## src/rtl/rbd_pkg.sv

```systemverilog
package rbd_pkg;
    localparam int COL_W      = 4;
    localparam int ROW_W      = 4;
    localparam int WLOG_W     = 3;
    localparam int BLOG_W     = 2;
    localparam int LOG_W      = 6;
    localparam int CODE_W     = 3;
    localparam int PAGE_BASE  = 14;
    localparam int PAGE_MIN   = 15;
    localparam int PAGE_MAX   = 17;
    localparam int SIZE_BASE  = 28;
    localparam logic [CODE_W-1:0] CODE_EMPTY = 3'd7;

    typedef struct packed {
        logic [COL_W-1:0] col;
        logic [ROW_W-1:0] row;
    } side_geom_t;
endpackage

```

## src/rtl/rbd_side_calc.sv

```systemverilog
module rbd_side_calc
    import rbd_pkg::*;
#(
    parameter int BND_W = 8
) (
    input  side_geom_t          geom,
    input  logic [WLOG_W-1:0]   wlog,
    input  logic [BLOG_W-1:0]   blog,
    output logic                page_ok,
    output logic [CODE_W-1:0]   page_code,
    output logic [BND_W:0]      units
);
    logic [LOG_W-1:0] page_log;
    logic [LOG_W-1:0] size_log;
    logic [LOG_W-1:0] exp_v;

    always_comb begin
        page_log  = LOG_W'(geom.col) + LOG_W'(wlog);
        size_log  = page_log + LOG_W'(geom.row) + LOG_W'(blog);
        page_ok   = (page_log >= LOG_W'(PAGE_MIN)) && (page_log <= LOG_W'(PAGE_MAX));
        page_code = page_ok ? CODE_W'(page_log - LOG_W'(PAGE_BASE)) : CODE_EMPTY;
        exp_v     = size_log - LOG_W'(SIZE_BASE);
        if (size_log < LOG_W'(SIZE_BASE)) begin
            units = '0;
        end else if (exp_v >= LOG_W'(BND_W)) begin
            units = (BND_W+1)'(1) << BND_W;
        end else begin
            units = (BND_W+1)'(1) << exp_v;
        end
    end
endmodule

```

## src/rtl/rbd_accum.sv

```systemverilog
module rbd_accum
    import rbd_pkg::*;
#(
    parameter int NUM_DIMMS = 2,
    parameter int BND_W     = 8,
    localparam int NUM_RANKS = 2 * NUM_DIMMS,
    localparam int SLOT_W    = $clog2(NUM_DIMMS + 1)
) (
    input  logic                                 clk,
    input  logic                                 rst_n,
    input  logic                                 cfg_valid,
    input  logic                                 cfg_present,
    input  logic                                 cfg_two_sided,
    input  logic [1:0]                           side_ok,
    input  logic [1:0][CODE_W-1:0]               side_code,
    input  logic [1:0][BND_W:0]                  side_units,
    output logic [NUM_RANKS-1:0][BND_W-1:0]      bnd,
    output logic [NUM_RANKS-1:0][CODE_W-1:0]     code
);
    localparam int SUM_W = BND_W + 2;
    localparam logic [SUM_W-1:0] SAT = SUM_W'((1 << BND_W) - 1);

    typedef struct packed {
        logic [SLOT_W-1:0]                   slot;
        logic [BND_W-1:0]                    total;
        logic [NUM_RANKS-1:0][BND_W-1:0]     bnd;
        logic [NUM_RANKS-1:0][CODE_W-1:0]    code;
    } acc_t;

    acc_t st_d, st_q;

    logic             dimm_ok;
    logic             odd_ok;
    logic [SUM_W-1:0] sum0, sum1;
    logic [BND_W-1:0] t0, t1;

    always_comb begin
        st_d    = st_q;
        dimm_ok = cfg_present && side_ok[0] && (!cfg_two_sided || side_ok[1]);
        odd_ok  = dimm_ok && cfg_two_sided;
        sum0    = SUM_W'(st_q.total) + (dimm_ok ? SUM_W'(side_units[0]) : '0);
        t0      = (sum0 > SAT) ? BND_W'(SAT) : BND_W'(sum0);
        sum1    = SUM_W'(t0) + (odd_ok ? SUM_W'(side_units[1]) : '0);
        t1      = (sum1 > SAT) ? BND_W'(SAT) : BND_W'(sum1);
        if (cfg_valid && (int'(st_q.slot) < NUM_DIMMS)) begin
            for (int r = 0; r < NUM_RANKS; r++) begin
                if (r == 2 * int'(st_q.slot)) begin
                    st_d.bnd[r]  = t0;
                    st_d.code[r] = dimm_ok ? side_code[0] : CODE_EMPTY;
                end else if (r == 2 * int'(st_q.slot) + 1) begin
                    st_d.bnd[r]  = t1;
                    st_d.code[r] = odd_ok ? side_code[1] : CODE_EMPTY;
                end else if (r > 2 * int'(st_q.slot) + 1) begin
                    st_d.bnd[r]  = t1;
                end
            end
            st_d.total = t1;
            st_d.slot  = st_q.slot + 1'b1;
        end
    end

    always_ff @(posedge clk) begin
        if (!rst_n) begin
            st_q.slot  <= '0;
            st_q.total <= '0;
            for (int r = 0; r < NUM_RANKS; r++) begin
                st_q.bnd[r]  <= '0;
                st_q.code[r] <= CODE_EMPTY;
            end
        end else begin
            st_q <= st_d;
        end
    end

    assign bnd  = st_q.bnd;
    assign code = st_q.code;
endmodule

```

## src/rtl/rbd_lookup.sv

```systemverilog
module rbd_lookup
    import rbd_pkg::*;
#(
    parameter int NUM_RANKS  = 4,
    parameter int BND_W      = 8,
    parameter int ADDR_W     = 32,
    parameter int UNIT_SHIFT = 25,
    localparam int RANK_W = (NUM_RANKS > 1) ? $clog2(NUM_RANKS) : 1,
    localparam int KEY_W  = ADDR_W - UNIT_SHIFT,
    localparam int CMP_W  = (KEY_W > BND_W) ? KEY_W : BND_W
) (
    input  logic                                 clk,
    input  logic                                 rst_n,
    input  logic                                 lk_valid,
    input  logic [ADDR_W-1:0]                    lk_addr,
    input  logic [NUM_RANKS-1:0][BND_W-1:0]      bnd,
    input  logic [NUM_RANKS-1:0][CODE_W-1:0]     code,
    output logic                                 res_valid,
    output logic                                 res_hit,
    output logic [RANK_W-1:0]                    res_rank,
    output logic [CODE_W-1:0]                    res_code,
    output logic [ADDR_W-1:0]                    res_base
);
    typedef struct packed {
        logic                valid;
        logic                hit;
        logic [RANK_W-1:0]   rank;
        logic [CODE_W-1:0]   code;
        logic [ADDR_W-1:0]   base;
    } res_t;

    res_t res_d, res_q;

    logic [CMP_W-1:0]                key;
    logic [NUM_RANKS-1:0][BND_W-1:0] prev;
    logic [BND_W-1:0]                sel_prev;

    always_comb begin
        key     = CMP_W'(lk_addr[ADDR_W-1:UNIT_SHIFT]);
        prev[0] = '0;
        for (int r = 1; r < NUM_RANKS; r++) begin
            prev[r] = bnd[r-1];
        end
        res_d       = '0;
        res_d.code  = CODE_EMPTY;
        res_d.valid = lk_valid;
        sel_prev    = '0;
        for (int r = NUM_RANKS - 1; r >= 0; r--) begin
            if (CMP_W'(bnd[r]) > key) begin
                res_d.hit  = 1'b1;
                res_d.rank = RANK_W'(r);
                res_d.code = code[r];
                sel_prev   = prev[r];
            end
        end
        res_d.base = res_d.hit ? (ADDR_W'(sel_prev) << UNIT_SHIFT) : '0;
    end

    always_ff @(posedge clk) begin
        if (!rst_n) begin
            res_q      <= '0;
            res_q.code <= CODE_EMPTY;
        end else begin
            res_q <= res_d;
        end
    end

    assign res_valid = res_q.valid;
    assign res_hit   = res_q.hit;
    assign res_rank  = res_q.rank;
    assign res_code  = res_q.code;
    assign res_base  = res_q.base;
endmodule

```

## src/rtl/rank_boundary_decoder.sv

```systemverilog
module rank_boundary_decoder
    import rbd_pkg::*;
#(
    parameter int NUM_DIMMS  = 2,
    parameter int BND_W      = 8,
    parameter int ADDR_W     = 32,
    parameter int UNIT_SHIFT = 25,
    localparam int NUM_RANKS = 2 * NUM_DIMMS,
    localparam int RANK_W    = $clog2(NUM_RANKS)
) (
    input  logic                         clk,
    input  logic                         rst_n,
    input  logic                         cfg_valid,
    input  logic                         cfg_present,
    input  logic                         cfg_two_sided,
    input  logic [2:0]                   cfg_wlog,
    input  logic [1:0]                   cfg_blog,
    input  logic [3:0]                   cfg_col0,
    input  logic [3:0]                   cfg_row0,
    input  logic [3:0]                   cfg_col1,
    input  logic [3:0]                   cfg_row1,
    input  logic                         lk_valid,
    input  logic [ADDR_W-1:0]            lk_addr,
    output logic [NUM_RANKS*BND_W-1:0]   bnd_flat,
    output logic                         res_valid,
    output logic                         res_hit,
    output logic [RANK_W-1:0]            res_rank,
    output logic [2:0]                   res_code,
    output logic [ADDR_W-1:0]            res_base
);
    side_geom_t [1:0]                  geom;
    logic [1:0]                        side_ok;
    logic [1:0][CODE_W-1:0]            side_code;
    logic [1:0][BND_W:0]               side_units;
    logic [NUM_RANKS-1:0][BND_W-1:0]   bnd;
    logic [NUM_RANKS-1:0][CODE_W-1:0]  code;

    assign geom[0] = '{col: cfg_col0, row: cfg_row0};
    assign geom[1] = '{col: cfg_col1, row: cfg_row1};

    for (genvar s = 0; s < 2; s++) begin : g_side
        rbd_side_calc #(.BND_W(BND_W)) u_side (
            .geom      (geom[s]),
            .wlog      (cfg_wlog),
            .blog      (cfg_blog),
            .page_ok   (side_ok[s]),
            .page_code (side_code[s]),
            .units     (side_units[s])
        );
    end

    rbd_accum #(.NUM_DIMMS(NUM_DIMMS), .BND_W(BND_W)) u_accum (
        .clk           (clk),
        .rst_n         (rst_n),
        .cfg_valid     (cfg_valid),
        .cfg_present   (cfg_present),
        .cfg_two_sided (cfg_two_sided),
        .side_ok       (side_ok),
        .side_code     (side_code),
        .side_units    (side_units),
        .bnd           (bnd),
        .code          (code)
    );

    rbd_lookup #(
        .NUM_RANKS(NUM_RANKS), .BND_W(BND_W),
        .ADDR_W(ADDR_W), .UNIT_SHIFT(UNIT_SHIFT)
    ) u_lookup (
        .clk       (clk),
        .rst_n     (rst_n),
        .lk_valid  (lk_valid),
        .lk_addr   (lk_addr),
        .bnd       (bnd),
        .code      (code),
        .res_valid (res_valid),
        .res_hit   (res_hit),
        .res_rank  (res_rank),
        .res_code  (res_code),
        .res_base  (res_base)
    );

    assign bnd_flat = bnd;
endmodule

```

## config.mk

```make
export PLATFORM = sky130hd
export DESIGN_NAME = rank_boundary_decoder
export DESIGN_NICKNAME = d
export VERILOG_FILES = /design/src/rtl/rbd_pkg.sv /design/src/rtl/rbd_side_calc.sv /design/src/rtl/rbd_accum.sv /design/src/rtl/rbd_lookup.sv /design/src/rtl/rank_boundary_decoder.sv
export SDC_FILE = /design/constraint.sdc
export NUM_CORES = 1
export LEC_CHECK = 0
export BUFFER_PORTS_ARGS = -buffer_cell sky130_fd_sc_hd__clkbuf_2
export CORE_AREA = 2 2 87 122
export DETAILED_ROUTE_END_ITERATION = 8
export DIE_AREA = 0 0 89 124
export HOLD_SLACK_MARGIN = 0.03
export MAX_ROUTING_LAYER = met4
export PLACE_DENSITY_LB_ADDON = 0.2
export SLEW_MARGIN = 20
export SYNTH_ARGS = -nofsm -noshare
export SYNTH_HDL_FRONTEND = slang
export SYNTH_SLANG_ARGS = --single-unit
```

## constraint.sdc

```tcl
create_clock -name clk -period 11 [get_ports clk]
set_input_delay 2.75 -clock clk [delete_from_list [all_inputs] [get_ports clk]]
set_output_delay 2.75 -clock clk [all_outputs]
set_load 0.005 [all_outputs]
```

==> flow_metrics.env <==
export IMPL_status="complete, no violations"
export IMPL_cts_tree="yes"
export IMPL_grt_pass1_wl_mm=20.75
export IMPL_drv_slew=0
export IMPL_cts_root_buf="clkbuf_16"
export IMPL_critPathSlowestCell="a211oi_1"
export IMPL_min_path_type="flip-flop to flip-flop"
export IMPL_fillerInstances=959
export IMPL_tns_ps=0
export IMPL_min_from="u_accum.code[11]"
export IMPL_tightest_slew_ps=910.6
export IMPL_drc=0
export IMPL_wl_per_cell_um=15.89
export IMPL_post_place_ws_ps=490.8
export IMPL_timing_rr_start="u_accum.st_q[44]"
export IMPL_gp_congestion=0.9883
export IMPL_cp_required_ps=11240
export IMPL_pin_count=130
export IMPL_synth_edf_count=0
export IMPL_numCtsBuffers=9
export IMPL_slew_headroom=0.3773
export IMPL_firstDrtPassIters=5
export IMPL_die_w_um=89
export IMPL_postCtsSetupRepairBufs=0
export IMPL_setup_ws_ps=770.2
export IMPL_vias=4709
export IMPL_dp_hpwl_mm=10.81
export IMPL_finalInstanceArea_mm2=0.005832
export IMPL_yosysWarnings=0
export IMPL_syn_to_final_growth_pct=8.876
export IMPL_fmax_mhz=97.75
export IMPL_drtIter0Drc=244
export IMPL_worst_setup_path_type="input port to flip-flop"
export IMPL_die_area_mm2=0.01104
export IMPL_final_common_cell="clkbuf_2"
export IMPL_endpoint_kind="flip-flop"
export IMPL_grt_use_total=0.2511
export IMPL_place_area_mm2=0.005520
export IMPL_syn_inst=656
export IMPL_rows=43
export IMPL_r2r_slack_ps=6180
export IMPL_port_buffers=79
export IMPL_whs_endpoint="u_accum.code[11]"
export IMPL_antenna_found_initial=0
export IMPL_clock_path_buffers=2
export IMPL_async_reset_ff_frac=0
export IMPL_grt_setup_unrepaired="no"
export IMPL_coreArea_mm2=0.009899
export IMPL_period_share=0.9300
export IMPL_drt_wl_total_mm=13.30
export IMPL_period_needed_ps=10230
export IMPL_yosys_cell_types_count=63
export IMPL_clkLatencyLatePin_ps=330
export IMPL_ys_seq_area_frac=0.2242
export IMPL_worstPathMaxFanout=16
export IMPL_synth_ff_type="dfxtp_1"
export IMPL_clkSinkCount=60
export IMPL_vdd_drop_max_v=0.00007037
export IMPL_viasPerCell=5.626
export IMPL_dieHeight_um=124
export IMPL_leakagePower_nw=2.872
export IMPL_grt_max_degree=45
export IMPL_maxCapViolations=0
export IMPL_final_cell_mix="79 x clkbuf_2, 72 x ha_1, 60 x dfxtp_1, 50 x nor2_1, 48 x o21ai_0"
export IMPL_ff2ff_path_depth=21
export IMPL_syn_cell_area_mm2=0.005356
export IMPL_finalHoldViolations=0
export IMPL_hold_buffers=0
export IMPL_skew_ps=4.442
export IMPL_diodes=0
export IMPL_synth_area_per_cell_um2=8.165
export IMPL_cts_htree_levels=3
export IMPL_cts_resized_gates=0
export IMPL_holdPathStages=2
export IMPL_drive_gt1_frac=0.1638
export IMPL_p_per_area_mw_per_mm2=164.5
export IMPL_r2r_end="u_accum.bnd[8]"
export IMPL_ys_ff_latch=60
export IMPL_nets=838
export IMPL_crit_top_cell="fa_1"
export IMPL_grt_pass1_vias=4401
export IMPL_setup_viol=0
export IMPL_initial_core_util=0.5411
export IMPL_clkTransAtPathRegs_ps=50
export IMPL_critPathMaxStageDelay_ps=610
export IMPL_detail_route_antenna_nets=0
export IMPL_grt_overflow=0
export IMPL_worstPathArrival_ps=10470
export IMPL_worst_setup_path_start_kind="input port"
## sequential cells by signal (all words and copies together) (netlist names)
register,flops
u_accum.bnd,24
u_accum.code,12
u_accum.st_q,10
u_lookup.res_base,7
u_lookup.res_code,3
u_lookup.res_rank,2
u_lookup.res_hit,1
u_lookup.res_valid,1
## per-layer routing
metal,vias up,global-route usage,share of wire
met5,-,-,0
li1,2357,-,-
met4,0,0.1315,0.043
met2,139,0.4501,0.53
met1,2177,0.2641,0.39
met3,36,0.03247,0.034
## power by group
| part | switching (mW) | internal, mW | leakage [nW] | total (mW) |
|---|---|---|---|---|
| clock | 0.0986 | 0.188 | 0.148 | 0.286 |
| sequential | 0.0330 | 0.253 | 0.494 | 0.286 |
| combinational | 0.235 | 0.152 | 2.23 | 0.387 |
## worst max-delay path: cells and delay by family
kind / cells / cell delay (ps)
adder cells (fa/ha/maj): 9 / 2940
AO/OA/AOI/OAI: 11 / 2620
AND/OR/NAND/NOR: 9 / 1330
buffers and inverters: 4 / 330
multiplexers: 1 / 330
XOR/XNOR: 1 / 140
## cells in the mapped netlist (3+ instances only)
cell type / instances / area (um2)
o221ai_1: 4 / 35.03
and3_1: 17 / 106.4
nand2b_1: 9 / 56.30
o211ai_1: 17 / 127.6
nand2_1: 36 / 135.1
fa_1: 10 / 200.2
a41oi_1: 3 / 26.28
o21ai_0: 48 / 240.2
inv_2: 4 / 15.01
or3_1: 3 / 18.77
clkbuf_1: 15 / 56.30
xor2_1: 7 / 61.31
ha_1: 72 / 900.9
nand4_1: 7 / 43.79
a31oi_1: 15 / 93.84
a211oi_1: 14 / 105.1
inv_1: 44 / 165.2
dfxtp_1: 60 / 1201
a21oi_1: 35 / 175.2
a21o_1: 9 / 67.56
xnor2_1: 11 / 96.34
nor2_1: 50 / 187.7
buf_4: 57 / 427.9
o21a_1: 10 / 75.07
and2_1: 7 / 43.79
nor3b_1: 3 / 22.52
o22ai_1: 8 / 50.05
nand3_1: 8 / 40.04
nor3_1: 16 / 80.08
nor2b_1: 14 / 87.58
## kinds of logic after synthesis
| group | Yosys count | synth area share |
|---|---|---|
| AO/OA/AOI/OAI | 182 | 0.2205 |
| AND/OR/NAND/NOR | 186 | 0.1831 |
| other | 1 | 0.0007001 |
| XOR/XNOR | 19 | 0.03247 |
| buffers and inverters | 124 | 0.1287 |
| adder cells (fa/ha/maj) | 82 | 0.2056 |
| multiplexers | 2 | 0.004671 |
| flip-flops | 60 | 0.2242 |
## worst max path at each step
stage	start	endpoint	slack, ps	cells past startpoint
global placement	cfg_wlog[0]	u_accum.bnd[8]	620	35
detailed placement	cfg_wlog[0]	u_accum.bnd[8]	490	35
global route	cfg_wlog[0]	u_accum.bnd[8]	250	35
CTS	cfg_wlog[0]	u_accum.bnd[8]	810	35
floorplan	cfg_wlog[0]	u_accum.bnd[21]	1520	32
finish	cfg_wlog[0]	u_accum.bnd[8]	770	35
## through the flow
step | hold WS, ps | cells | utilization | power (mW)
final | 482.1 | 837 | 0.5891 | 0.9594
after global routing | 504.4 | 837 | 0.5891 | 1.025
after CTS | 485.8 | 837 | 0.5891 | 0.9591
after detailed placement | 473.0 | 821 | 0.5576 | 0.6713
after global placement | 470.9 | 821 | 0.5576 | 0.6583
after floorplan | 454.4 | 680 | - | 0.5874
## layout make-up
type,instances,area [um2],area share
inverters,49,183.9,0.03154
clock buffers,11,252.7,0.04334
multi-input cells,496,3556,0.6097
flip-flops and latches,60,1201,0.2060
clock inverters,5,58.81,0.01008
repair buffers,81,410.4,0.07037
well taps,135,168.9,0.02896
(Power assumes the default switching activity.)
